## config.mk

```make
export PLATFORM = sky130hd
export DESIGN_NAME = los_guard
export DESIGN_NICKNAME = d
export VERILOG_FILES = /design/src/rtl/los_pkg.sv /design/src/rtl/los_sync_chain.sv /design/src/rtl/los_activity_det.sv /design/src/rtl/los_lane.sv /design/src/rtl/los_guard.sv
export SDC_FILE = /design/constraint.sdc
export NUM_CORES = 1
export LEC_CHECK = 0
export BUFFER_PORTS_ARGS = -buffer_cell sky130_fd_sc_hd__buf_2
export CORE_MARGIN = 2
export CORE_UTILIZATION = 30
export DETAILED_ROUTE_END_ITERATION = 8
export PLACE_DENSITY_LB_ADDON = 0.15
export SETUP_SLACK_MARGIN = 0.4
export SLEW_MARGIN = 20
export SYNTH_ARGS = -nofsm -noshare
export SYNTH_HDL_FRONTEND = slang
export SYNTH_SLANG_ARGS = --single-unit
```

## constraint.sdc

```tcl
create_clock -name clk -period 3 [get_ports clk]
set_input_delay 0.3 -clock clk [delete_from_list [all_inputs] [get_ports clk]]
set_output_delay 0.3 -clock clk [all_outputs]
set_load 0.1 [all_outputs]
```

## src/rtl/los_pkg.sv

```systemverilog
package los_pkg;

   typedef enum logic {
      DET_LIVE = 1'b0,
      DET_LOST = 1'b1
   } det_state_e;

   localparam int unsigned DEF_DECL_CYC = 194;
   localparam int unsigned DEF_CLR_CYC  = 9953;
   localparam int unsigned DEF_SYNC     = 2;

endpackage

```

## src/rtl/los_sync_chain.sv

```systemverilog
module los_sync_chain #(
   parameter int unsigned STAGES = 2
) (
   input  logic clk,
   input  logic rst_n,
   input  logic d_async,
   output logic d_sync
);

   logic [STAGES-1:0] ff_q;

   generate
      if (STAGES == 1) begin : g_single
         always_ff @(posedge clk or negedge rst_n) begin
            if (!rst_n) ff_q <= '0;
            else        ff_q <= d_async;
         end
      end else begin : g_chain
         always_ff @(posedge clk or negedge rst_n) begin
            if (!rst_n) ff_q <= '0;
            else        ff_q <= {ff_q[STAGES-2:0], d_async};
         end
      end
   endgenerate

   assign d_sync = ff_q[STAGES-1];

endmodule

```

## src/rtl/los_activity_det.sv

```systemverilog
module los_activity_det
   import los_pkg::*;
#(
   parameter int unsigned DECL_CYC = DEF_DECL_CYC,
   parameter int unsigned CLR_CYC  = DEF_CLR_CYC
) (
   input  logic clk,
   input  logic rst_n,
   input  logic park,
   input  logic din,
   output logic lost
);

   localparam int unsigned GW = (DECL_CYC > 1) ? $clog2(DECL_CYC) : 1;
   localparam int unsigned RW = (CLR_CYC > 1)  ? $clog2(CLR_CYC)  : 1;
   localparam logic [GW-1:0] GAP_LAST = GW'(DECL_CYC - 1);
   localparam logic [RW-1:0] RUN_LAST = RW'(CLR_CYC - 1);

   logic          prev_q;
   logic [GW-1:0] gap_q;
   logic [RW-1:0] run_q;
   det_state_e    st_q;

   logic toggled;
   logic gap_done;

   assign toggled  = din ^ prev_q;
   assign gap_done = !toggled && (gap_q == GAP_LAST);

   always_ff @(posedge clk or negedge rst_n) begin
      if (!rst_n) begin
         prev_q <= 1'b0;
         gap_q  <= '0;
      end else if (park) begin
         prev_q <= 1'b0;
         gap_q  <= '0;
      end else begin
         prev_q <= din;
         if (toggled)       gap_q <= '0;
         else if (!gap_done) gap_q <= gap_q + 1'b1;
      end
   end

   always_ff @(posedge clk or negedge rst_n) begin
      if (!rst_n) begin
         st_q  <= DET_LOST;
         run_q <= '0;
      end else if (park) begin
         st_q  <= DET_LOST;
         run_q <= '0;
      end else begin
         unique case (st_q)
            DET_LIVE: begin
               run_q <= '0;
               if (gap_done) st_q <= DET_LOST;
            end
            DET_LOST: begin
               if (gap_done) begin
                  run_q <= '0;
               end else if (run_q == RUN_LAST) begin
                  run_q <= '0;
                  st_q  <= DET_LIVE;
               end else begin
                  run_q <= run_q + 1'b1;
               end
            end
            default: st_q <= DET_LOST;
         endcase
      end
   end

   assign lost = (st_q == DET_LOST);

endmodule

```

## src/rtl/los_lane.sv

```systemverilog
module los_lane
   import los_pkg::*;
#(
   parameter int unsigned DECL_CYC = DEF_DECL_CYC,
   parameter int unsigned CLR_CYC  = DEF_CLR_CYC,
   parameter int unsigned SYNC     = DEF_SYNC
) (
   input  logic clk,
   input  logic rst_n,
   input  logic din,
   input  logic sd,
   input  logic pol,
   input  logic dlos_off,
   input  logic chan_off,
   input  logic stat_clr,
   output logic dout,
   output logic los,
   output logic stat
);

   logic sd_s;
   logic int_lost;
   logic ext_lost;
   logic any_lost;
   logic dout_q;
   logic stat_q;

   los_sync_chain #(.STAGES(SYNC)) i_sync (
      .clk     (clk),
      .rst_n   (rst_n),
      .d_async (sd),
      .d_sync  (sd_s)
   );

   los_activity_det #(.DECL_CYC(DECL_CYC), .CLR_CYC(CLR_CYC)) i_det (
      .clk   (clk),
      .rst_n (rst_n),
      .park  (chan_off),
      .din   (din),
      .lost  (int_lost)
   );

   assign ext_lost = sd_s ^ pol;
   assign any_lost = (int_lost && !dlos_off) || ext_lost;

   always_ff @(posedge clk or negedge rst_n) begin
      if (!rst_n) begin
         dout_q <= 1'b0;
         stat_q <= 1'b0;
      end else begin
         dout_q <= (chan_off || any_lost) ? 1'b0 : din;
         if (!chan_off) stat_q <= any_lost || (stat_q && !stat_clr);
      end
   end

   assign dout = dout_q;
   assign los  = any_lost && !chan_off;
   assign stat = stat_q;

endmodule

```

## src/rtl/los_guard.sv

```systemverilog
module los_guard
   import los_pkg::*;
#(
   parameter int unsigned NCH      = 4,
   parameter int unsigned DECL_CYC = DEF_DECL_CYC,
   parameter int unsigned CLR_CYC  = DEF_CLR_CYC,
   parameter int unsigned SYNC     = DEF_SYNC
) (
   input  logic           clk,
   input  logic           rst_n,
   input  logic [NCH-1:0] rx_din,
   input  logic [NCH-1:0] sd_in,
   input  logic [NCH-1:0] sd_pol,
   input  logic [NCH-1:0] dlos_off,
   input  logic [NCH-1:0] chan_off,
   input  logic [NCH-1:0] stat_clr,
   output logic [NCH-1:0] rx_dout,
   output logic [NCH-1:0] los_out,
   output logic [NCH-1:0] los_stat
);

   initial begin
      assert (NCH >= 1) else $error("los_guard: NCH must be at least 1");
      assert (DECL_CYC >= 2) else $error("los_guard: DECL_CYC must be at least 2");
      assert (CLR_CYC > DECL_CYC) else $error("los_guard: CLR_CYC must exceed DECL_CYC");
      assert (SYNC >= 2) else $error("los_guard: SYNC needs two or more stages");
   end

   generate
      for (genvar c = 0; c < NCH; c++) begin : g_ch
         los_lane #(
            .DECL_CYC (DECL_CYC),
            .CLR_CYC  (CLR_CYC),
            .SYNC     (SYNC)
         ) i_lane (
            .clk      (clk),
            .rst_n    (rst_n),
            .din      (rx_din[c]),
            .sd       (sd_in[c]),
            .pol      (sd_pol[c]),
            .dlos_off (dlos_off[c]),
            .chan_off (chan_off[c]),
            .stat_clr (stat_clr[c]),
            .dout     (rx_dout[c]),
            .los      (los_out[c]),
            .stat     (los_stat[c])
         );
      end
   endgenerate

endmodule

```

==> results.sh, run 1 <==
export IMPL_die_x_um=140.9
export IMPL_cellPowerDensity_mw_per_mm2=512.2
export IMPL_cp_slowest_stage_delay_ns=0.48
export IMPL_synthToLayoutAreaGrowth_pct=11.97
export IMPL_drt_pass1_iterations=4
export IMPL_yosysSeqAreaShare_pct=49.92
export IMPL_dpl_hpwl_um=6884
export IMPL_num_rows=50
export IMPL_num_vias=3755
export IMPL_grt_pass1_wl_um=17390
export IMPL_fmax_mhz=526.0
export IMPL_cts_made_buffers=9
export IMPL_worstHoldStart="sd_in[1]"
export IMPL_yosysWarningCount=0
export IMPL_drt_iter0_drc=142
export IMPL_yosys_area_top_type="dfrtp_1"
export IMPL_final_setup_tns_ns=0
export IMPL_synth_seq_cells=112
export IMPL_io_pins=38
export IMPL_post_cts_resized=0
export IMPL_sw_frac_of_total_pct=24.39
export IMPL_globalplace_congestion=0.7590
export IMPL_max_cap_violations=0
export IMPL_reg2reg_setup_slack_ns=1.10
export IMPL_rsz0062_at_grt="no"
export IMPL_synth_top_area_share_pct=48.05
export IMPL_grt_max_degree=73
export IMPL_holdPathStages=1
export IMPL_gr_usage_all_layers_pct=10.78
export IMPL_hold_ws_ns=0.04793
export IMPL_synthDistinctLibCells=51
export IMPL_total_leakage_power_nw=2.688
export IMPL_cp_start_kind="flop"
export IMPL_routed_via_density=4.607
export IMPL_wl_um=9962
export IMPL_worstSkewPairLatency_ns=0.35
export IMPL_min_delay_path_class="input port to flop"
export IMPL_avgSynthCellArea_um2=10.23
export IMPL_drcViolationCount=0
export IMPL_top_layer="met4"
export IMPL_cts_sinks=112
export IMPL_wl_per_cell_um=12.22
export IMPL_synth_fp_nets=592
export IMPL_r2r_cells=4
export IMPL_ir_worst_vdd_v=0.0002817
export IMPL_fin_worst_skew_ns=0.006980
export IMPL_die_h_um=140.9
export IMPL_clk_pin_slew_ns=0.07
export IMPL_holdBufCountCts=1
export IMPL_cts_tree="yes"
export IMPL_antenna_found_initial=0
export IMPL_dieArea_mm2=0.01986
export IMPL_required_ns=3.22
export IMPL_drive_gt1_share_pct=13.25
export IMPL_crit_slowest_cell="nand2b_1"
export IMPL_syn_inst=550
export IMPL_nets=618
export IMPL_initial_utilization_pct=30.27
export IMPL_crit_chain="or3b_1, o41ai_2, nand2b_1, nor2_1"
export IMPL_path_class="flop to flop"
export IMPL_clkPwrFrac_pct=42.2
export IMPL_end_kind="flop"
export IMPL_power_internal_mw=2.439
export IMPL_outcome="finished clean"
export IMPL_switching_power_mw=0.7867
export IMPL_synthTopCellsByArea="dfrtp_1 (48%), xor2_1 (6.5%), nor2_1 (5.6%)"
export IMPL_path_delay_family="simple AND/OR/NAND/NOR gates"
export IMPL_arrival_ns=2.12
export IMPL_power_frac_comb_pct=8.8
export IMPL_port_buffer_count=37
export IMPL_synth_area_mm2=0.005624
export IMPL_root_buffer="clkbuf_16"
export IMPL_wl_met1_um=4784
export IMPL_hold_viol_final=0
export IMPL_dr_wl_met3_um=262
export IMPL_postCtsSetupBuffers=0
export IMPL_met2WireLength_um=4735
export IMPL_critPathBufInv=0
export IMPL_maxSlewHeadroom_pct=62.72
export IMPL_grt_ovfl_total=0
export IMPL_diodes=0
export IMPL_hold_end="g_ch[1].i_lane.i_sync.ff_q[0]"
export IMPL_p_seq_share_pct=49.0
export IMPL_core_area_mm2=0.01858
export IMPL_cp_max_fo=14
export IMPL_slew_violations=0
export IMPL_grt_pass1_vias=3676
export IMPL_finalCritPeriodShare_pct=63.37
export IMPL_reg2reg_from="g_ch[2].i_lane.i_det.run_q[2]"
export IMPL_cts_max_level=3
export IMPL_antenna_left=0
export IMPL_setup_viol=0
export IMPL_r2r_end="g_ch[2].i_lane.i_det.run_q[12]"
export IMPL_worst_pin_slew_ns=0.5593
export IMPL_period_needed_ns=1.901
export IMPL_clock_tree_buffer_depth=2
-- worst max path at each step --
| stage | startpoint | end | slack (ns) | depth (start not counted) |
|---|---|---|---|---|
| after floorplan | g_ch[0].i_lane.i_det.run_q[2] | g_ch[0].i_lane.i_det.run_q[11] | 1.31 | 6 |
| after CTS | g_ch[2].i_lane.i_det.run_q[2] | g_ch[2].i_lane.i_det.run_q[7] | 1.07 | 4 |
| after global routing | g_ch[2].i_lane.i_det.run_q[0] | g_ch[2].i_lane.i_det.run_q[13] | 0.92 | 6 |
| final | g_ch[2].i_lane.i_det.run_q[2] | g_ch[2].i_lane.i_det.run_q[12] | 1.10 | 4 |
| after global placement | g_ch[2].i_lane.i_det.run_q[2] | g_ch[2].i_lane.i_det.run_q[5] | 1.13 | 4 |
| after detailed placement | g_ch[2].i_lane.i_det.run_q[0] | g_ch[2].i_lane.i_det.run_q[12] | 1.09 | 6 |
-- kinds of logic after synthesis --
group                      Yosys count  share of synthesized area [%]
and+or+nand+nor                    250                          24.54
DFF                                112                          49.92
xor gates and xnor gates            73                          11.37
buffers and inverters               55                          5.228
AOI/OAI and AO/OA                   40                          4.672
adders and majority gates           16                          3.559
muxes                                4                         0.7119
-- state kept, by name, indices dropped and copies added (netlist names) --
register                  cells
g_ch.i_lane.i_det.run_q      56
g_ch.i_lane.i_det.gap_q      32
g_ch.i_lane.i_det.prev_q      4
g_ch.i_lane.stat              4
g_ch.i_lane.i_sync.ff_q       8
g_ch.i_lane.i_det.lost        4
g_ch.i_lane.dout              4
-- per-layer routing --
layer  vias up  GRT usage, %
met5         -             0
met4         0         4.421
met3        13         2.751
met2        30         17.51
met1      1814         13.76
li1       1898             -
-- Yosys cell counts (all sizes together) --
master   count
inv         30
nand2       21
nor2        94
nor2b        6
and2         4
nor3b        3
nand4       16
nand4b       3
or4          1
dfstp        4
nor3         9
a31o         1
a31oi        2
nand4bb      5
o21a         1
or3b         3
o32ai        2
and3        11
nand3       36
and4         3
buf         19
nor4bb       3
or3          6
dfrtp      108
or4bb        1
a311oi       1
o21ai       13
a211o        1
nand2b       9
nor4        10
xor2        42
a21o         1
nand3b       4
a21oi       14
or2          2
o31ai        1
o41ai        3
clkbuf       6
xnor2       31
ha          16
mux2i        4
-- per-stage QoR --
step           cell area, um2  power, mW  setup slack [ns]  cells  utilization [%]
3_3_place_gp             5951      1.896             1.132    798            32.03
4_1_cts                  6297      3.293             1.068    815            33.89
3_5_place_dp             5951      1.900             1.092    798            32.03
6_report                 6297      3.225             1.099    815            33.89
5_1_grt                  6297      3.380            0.9162    815            33.89
2_1_floorplan            5624      1.826             1.312    550                -
-- cell usage in the layout, fill, tap and decap left out, types with 3 or more instances in the layout --
cell type and count:
a21oi_1 14, and2_1 4, and3_1 11, buf_2 36, bufinv_16 3, clkbuf_16 9
dfrtp_1 108, dfstp_2 4, ha_1 16, inv_1 30, mux2i_1 4, nand2_1 21
nand2b_1 8, nand3_1 36, nand3b_1 4, nand4_1 16, nand4bb_1 5, nor2_1 84
nor2_4 8, nor2b_1 6, nor3_1 8, nor3b_1 3, nor4_1 10, nor4bb_1 3
o21ai_0 13, o41ai_2 3, or3_1 6, or3b_1 3, xnor2_1 31, xor2_1 42
-- power groups by stage --
| stage | Combinational, mW | Clock (mW) | Sequential (mW) |
|---|---|---|---|
| after floorplan | 0.223 | 0 | 1.60 |
| after global placement | 0.287 | 0 | 1.61 |
| after detailed placement | 0.289 | 0 | 1.61 |
| after CTS | 0.291 | 1.42 | 1.58 |
| after global routing | 0.317 | 1.48 | 1.59 |
| final | 0.283 | 1.36 | 1.58 |
-- worst reg2reg max path: stages (launching register included) --
cell and delay, ns:
dfrtp_1 0.45, or3b_1 0.39, o41ai_2 0.35, nand2b_1 0.48
nor2_1 0.11
-- layout make-up --
type,count,area [um2]
Clock buffer,11,232.7
Clock inverter,5,103.9
Tap cell,234,292.8
Fill cell,1873,12280
Multi-Input combinational cell,383,2522
Sequential cell,112,2808
Timing Repair Buffer,40,225.2
Inverter,30,112.6
Power figures use the tool's default switching activity.
==> run 2, diff against run 1 <==
clock period = 1.6 ns   (was 3 ns; I/O delays follow)
==> run 2 against run 1 <==
Against the previous run:
- largest cell class is now multi-input gates
- clock skew up 0.0013 ns
- cell area up 24%
- the run now ends with setup timing left
- highest routed layer unchanged
- largest power group unchanged
- utilization up 8.1 points
==> results.sh, run 2 (same netlist as run 1, synthesis figures left out) <==
export IMPL_cp_slowest_stage_delay_ns=0.42
export IMPL_sw_frac_of_total_pct=28.26
export IMPL_wl_um=12140
export IMPL_grt_max_degree=45
export IMPL_cp_max_fo=7
export IMPL_antenna_found_initial=0
export IMPL_top_register="g_ch.i_lane.i_det.run_q"
export IMPL_min_delay_path_class="input port to flop"
export IMPL_routed_via_density=4.691
export IMPL_p_seq_share_pct=48.7
export IMPL_fmax_mhz=576.3
export IMPL_largest_reg_flops=56
export IMPL_worstSkewPairLatency_ns=0.36
export IMPL_violations="setup timing"
export IMPL_diodes=0
export IMPL_worst_slack_ns=-0.1353
export IMPL_drt_iter0_drc=221
export IMPL_end_kind="flop"
export IMPL_antenna_left=0
export IMPL_grt_ovfl_total=0
export IMPL_top_regs="g_ch.i_lane.i_det.run_q (56), g_ch.i_lane.i_det.gap_q (32), g_ch.i_lane.i_sync.ff_q (8)"
export IMPL_clk_pin_slew_ns=0.08
export IMPL_port_buffer_count=37
export IMPL_io_pins=38
export IMPL_critical_path_startpoint="g_ch[0].i_lane.i_det.run_q[2]"
export IMPL_total_leakage_power_nw=3.291
export IMPL_reg2reg_setup_slack_ns=-0.14
export IMPL_final_cell_mix="dfrtp_1 (103), buf_4 (80), nor2_1 (46)"
export IMPL_reg2reg_from="g_ch[0].i_lane.i_det.run_q[2]"
export IMPL_maxSlewHeadroom_pct=73.79
export IMPL_cts_made_buffers=9
export IMPL_outcome="finished with violations"
export IMPL_synthToLayoutAreaGrowth_pct=38.67
export IMPL_path_class="flop to flop"
export IMPL_root_buffer="clkbuf_16"
export IMPL_cp_start_kind="flop"
export IMPL_rsz0062_at_grt="yes"
export IMPL_arrival_ns=1.98
export IMPL_die_h_um=140.9
export IMPL_hold_viol_final=0
export IMPL_placed_cells_incl_taps=849
export IMPL_fin_worst_skew_ns=0.008317
export IMPL_power_internal_mw=4.341
export IMPL_switching_power_mw=1.710
export IMPL_grt_pass1_vias=4289
export IMPL_power_frac_comb_pct=14.4
export IMPL_final_cells=908
export IMPL_layout_commonest_cell="dfrtp_1"
export IMPL_hold_ws_ns=0.08093
export IMPL_worstHoldStart="stat_clr[1]"
export IMPL_crit_chain="or3b_4, o41ai_4, or3_4, clkbuf_16, nor2_4"
export IMPL_dpl_hpwl_um=7740
export IMPL_setup_viol=40
export IMPL_drt_pass1_iterations=8
export IMPL_initial_utilization_pct=30.27
export IMPL_die_x_um=140.9
export IMPL_nets=711
export IMPL_cellPowerDensity_mw_per_mm2=775.9
export IMPL_crit_slowest_cell="or3b_4"
export IMPL_cts_max_level=3
export IMPL_wl_per_cell_um=13.37
export IMPL_period_needed_ns=1.735
export IMPL_core_area_mm2=0.01858
export IMPL_num_vias=4259
export IMPL_cts_sinks=112
export IMPL_dieArea_mm2=0.01986
export IMPL_ir_worst_vdd_v=0.0005348
export IMPL_drcViolationCount=0
export IMPL_globalplace_congestion=0.7644
export IMPL_worst_pin_slew_ns=0.3919
export IMPL_clock_tree_buffer_depth=2
export IMPL_finalCritPeriodShare_pct=108.5
export IMPL_gr_usage_all_layers_pct=12.72
export IMPL_cts_tree="yes"
export IMPL_grt_pass1_wl_um=20370
export IMPL_clkPwrFrac_pct=36.9
export IMPL_max_cap_violations=0
export IMPL_num_rows=50
export IMPL_slew_violations=0
export IMPL_required_ns=1.84
export IMPL_drive_gt1_share_pct=42.14
## run 2: cell types whose count changed in the layout (fill, tap and decap cells not counted), sizes merged, moves of 2 or more
cell / change
bufinv: -3
buf: +85
inv: +3
clkinv: +2
nand2b: +2
dlygate4sd3: +4
## run 2: power by group through the flow
stage          Sequential, mW  Combinational, mW  Clock, mW
2_1_floorplan            3.01              0.429          0
3_3_place_gp             2.99              0.677          0
3_5_place_dp             2.99              0.686          0
4_1_cts                  2.94              0.785       2.35
5_1_grt                  2.95              0.953       2.46
6_report                 2.94              0.874       2.23
## run 2: path summary, 6_finish.rpt
kind	end	cells past startpoint
min in group asynchronous	g_ch[1].i_lane.i_det.run_q[0]	2
hold / removal	g_ch[1].i_lane.stat	4
hold reg to reg	g_ch[2].i_lane.i_sync.ff_q[1]	0
max in group asynchronous	g_ch[0].i_lane.i_det.lost	3
setup reg to reg	g_ch[0].i_lane.i_det.run_q[11]	5
setup / recovery	g_ch[0].i_lane.i_det.run_q[11]	5
## run 2: repair_timing
action                     in CTS  in global routing
gates resized for setup        63                 96
hold buffers                    5                  0
hold endpoints to repair       24                  0
gates cloned                    2                  2
pin swaps                      30                 60
buffers inserted               20                 14
setup endpoints to repair      99                 93
## run 2: worst max-delay path, delay by kind of cell, from the launching register on
kind / cells / cell delay, ns
AOI/OAI and AO/OA: 1 / 0.40
DFF: 1 / 0.38
and+or+nand+nor: 3 / 0.67
buffers and inverters: 1 / 0.18
## run 2: cell type report
class / count / area (um2)
sequential: 112 / 2814
inverter: 30 / 112.6
timing repair buffer: 130 / 1091
clock inverter: 7 / 63.81
tap: 234 / 292.8
multi-input combinational: 386 / 3199
clock buffer: 9 / 225.2
fill: 1749 / 10780
## run 2: per-layer routing
| layer | global-route usage (%) | part of all wire, % |
|---|---|---|
| met5 | 0 | 0 |
| met4 | 3.211 | 1.3 |
| met3 | 3.702 | 2.8 |
| met2 | 21.34 | 50 |
| met1 | 16.20 | 46 |
## run 2: per-stage QoR
stage               utilization [%]  power [mW]  TNS (ns)  setup slack (ns)  cell area [um2]
finish                        41.97       6.051    -2.425           -0.1353             7799
global route                  41.97       6.367    -6.065           -0.1913             7799
CTS                           38.98       6.073    -1.513           -0.1120             7243
detailed placement            34.92       3.678    -2.873           -0.1241             6487
global placement              34.92       3.667   -0.5949          -0.03659             6487
floorplan                         -       3.435   -0.5176          -0.05067             5707
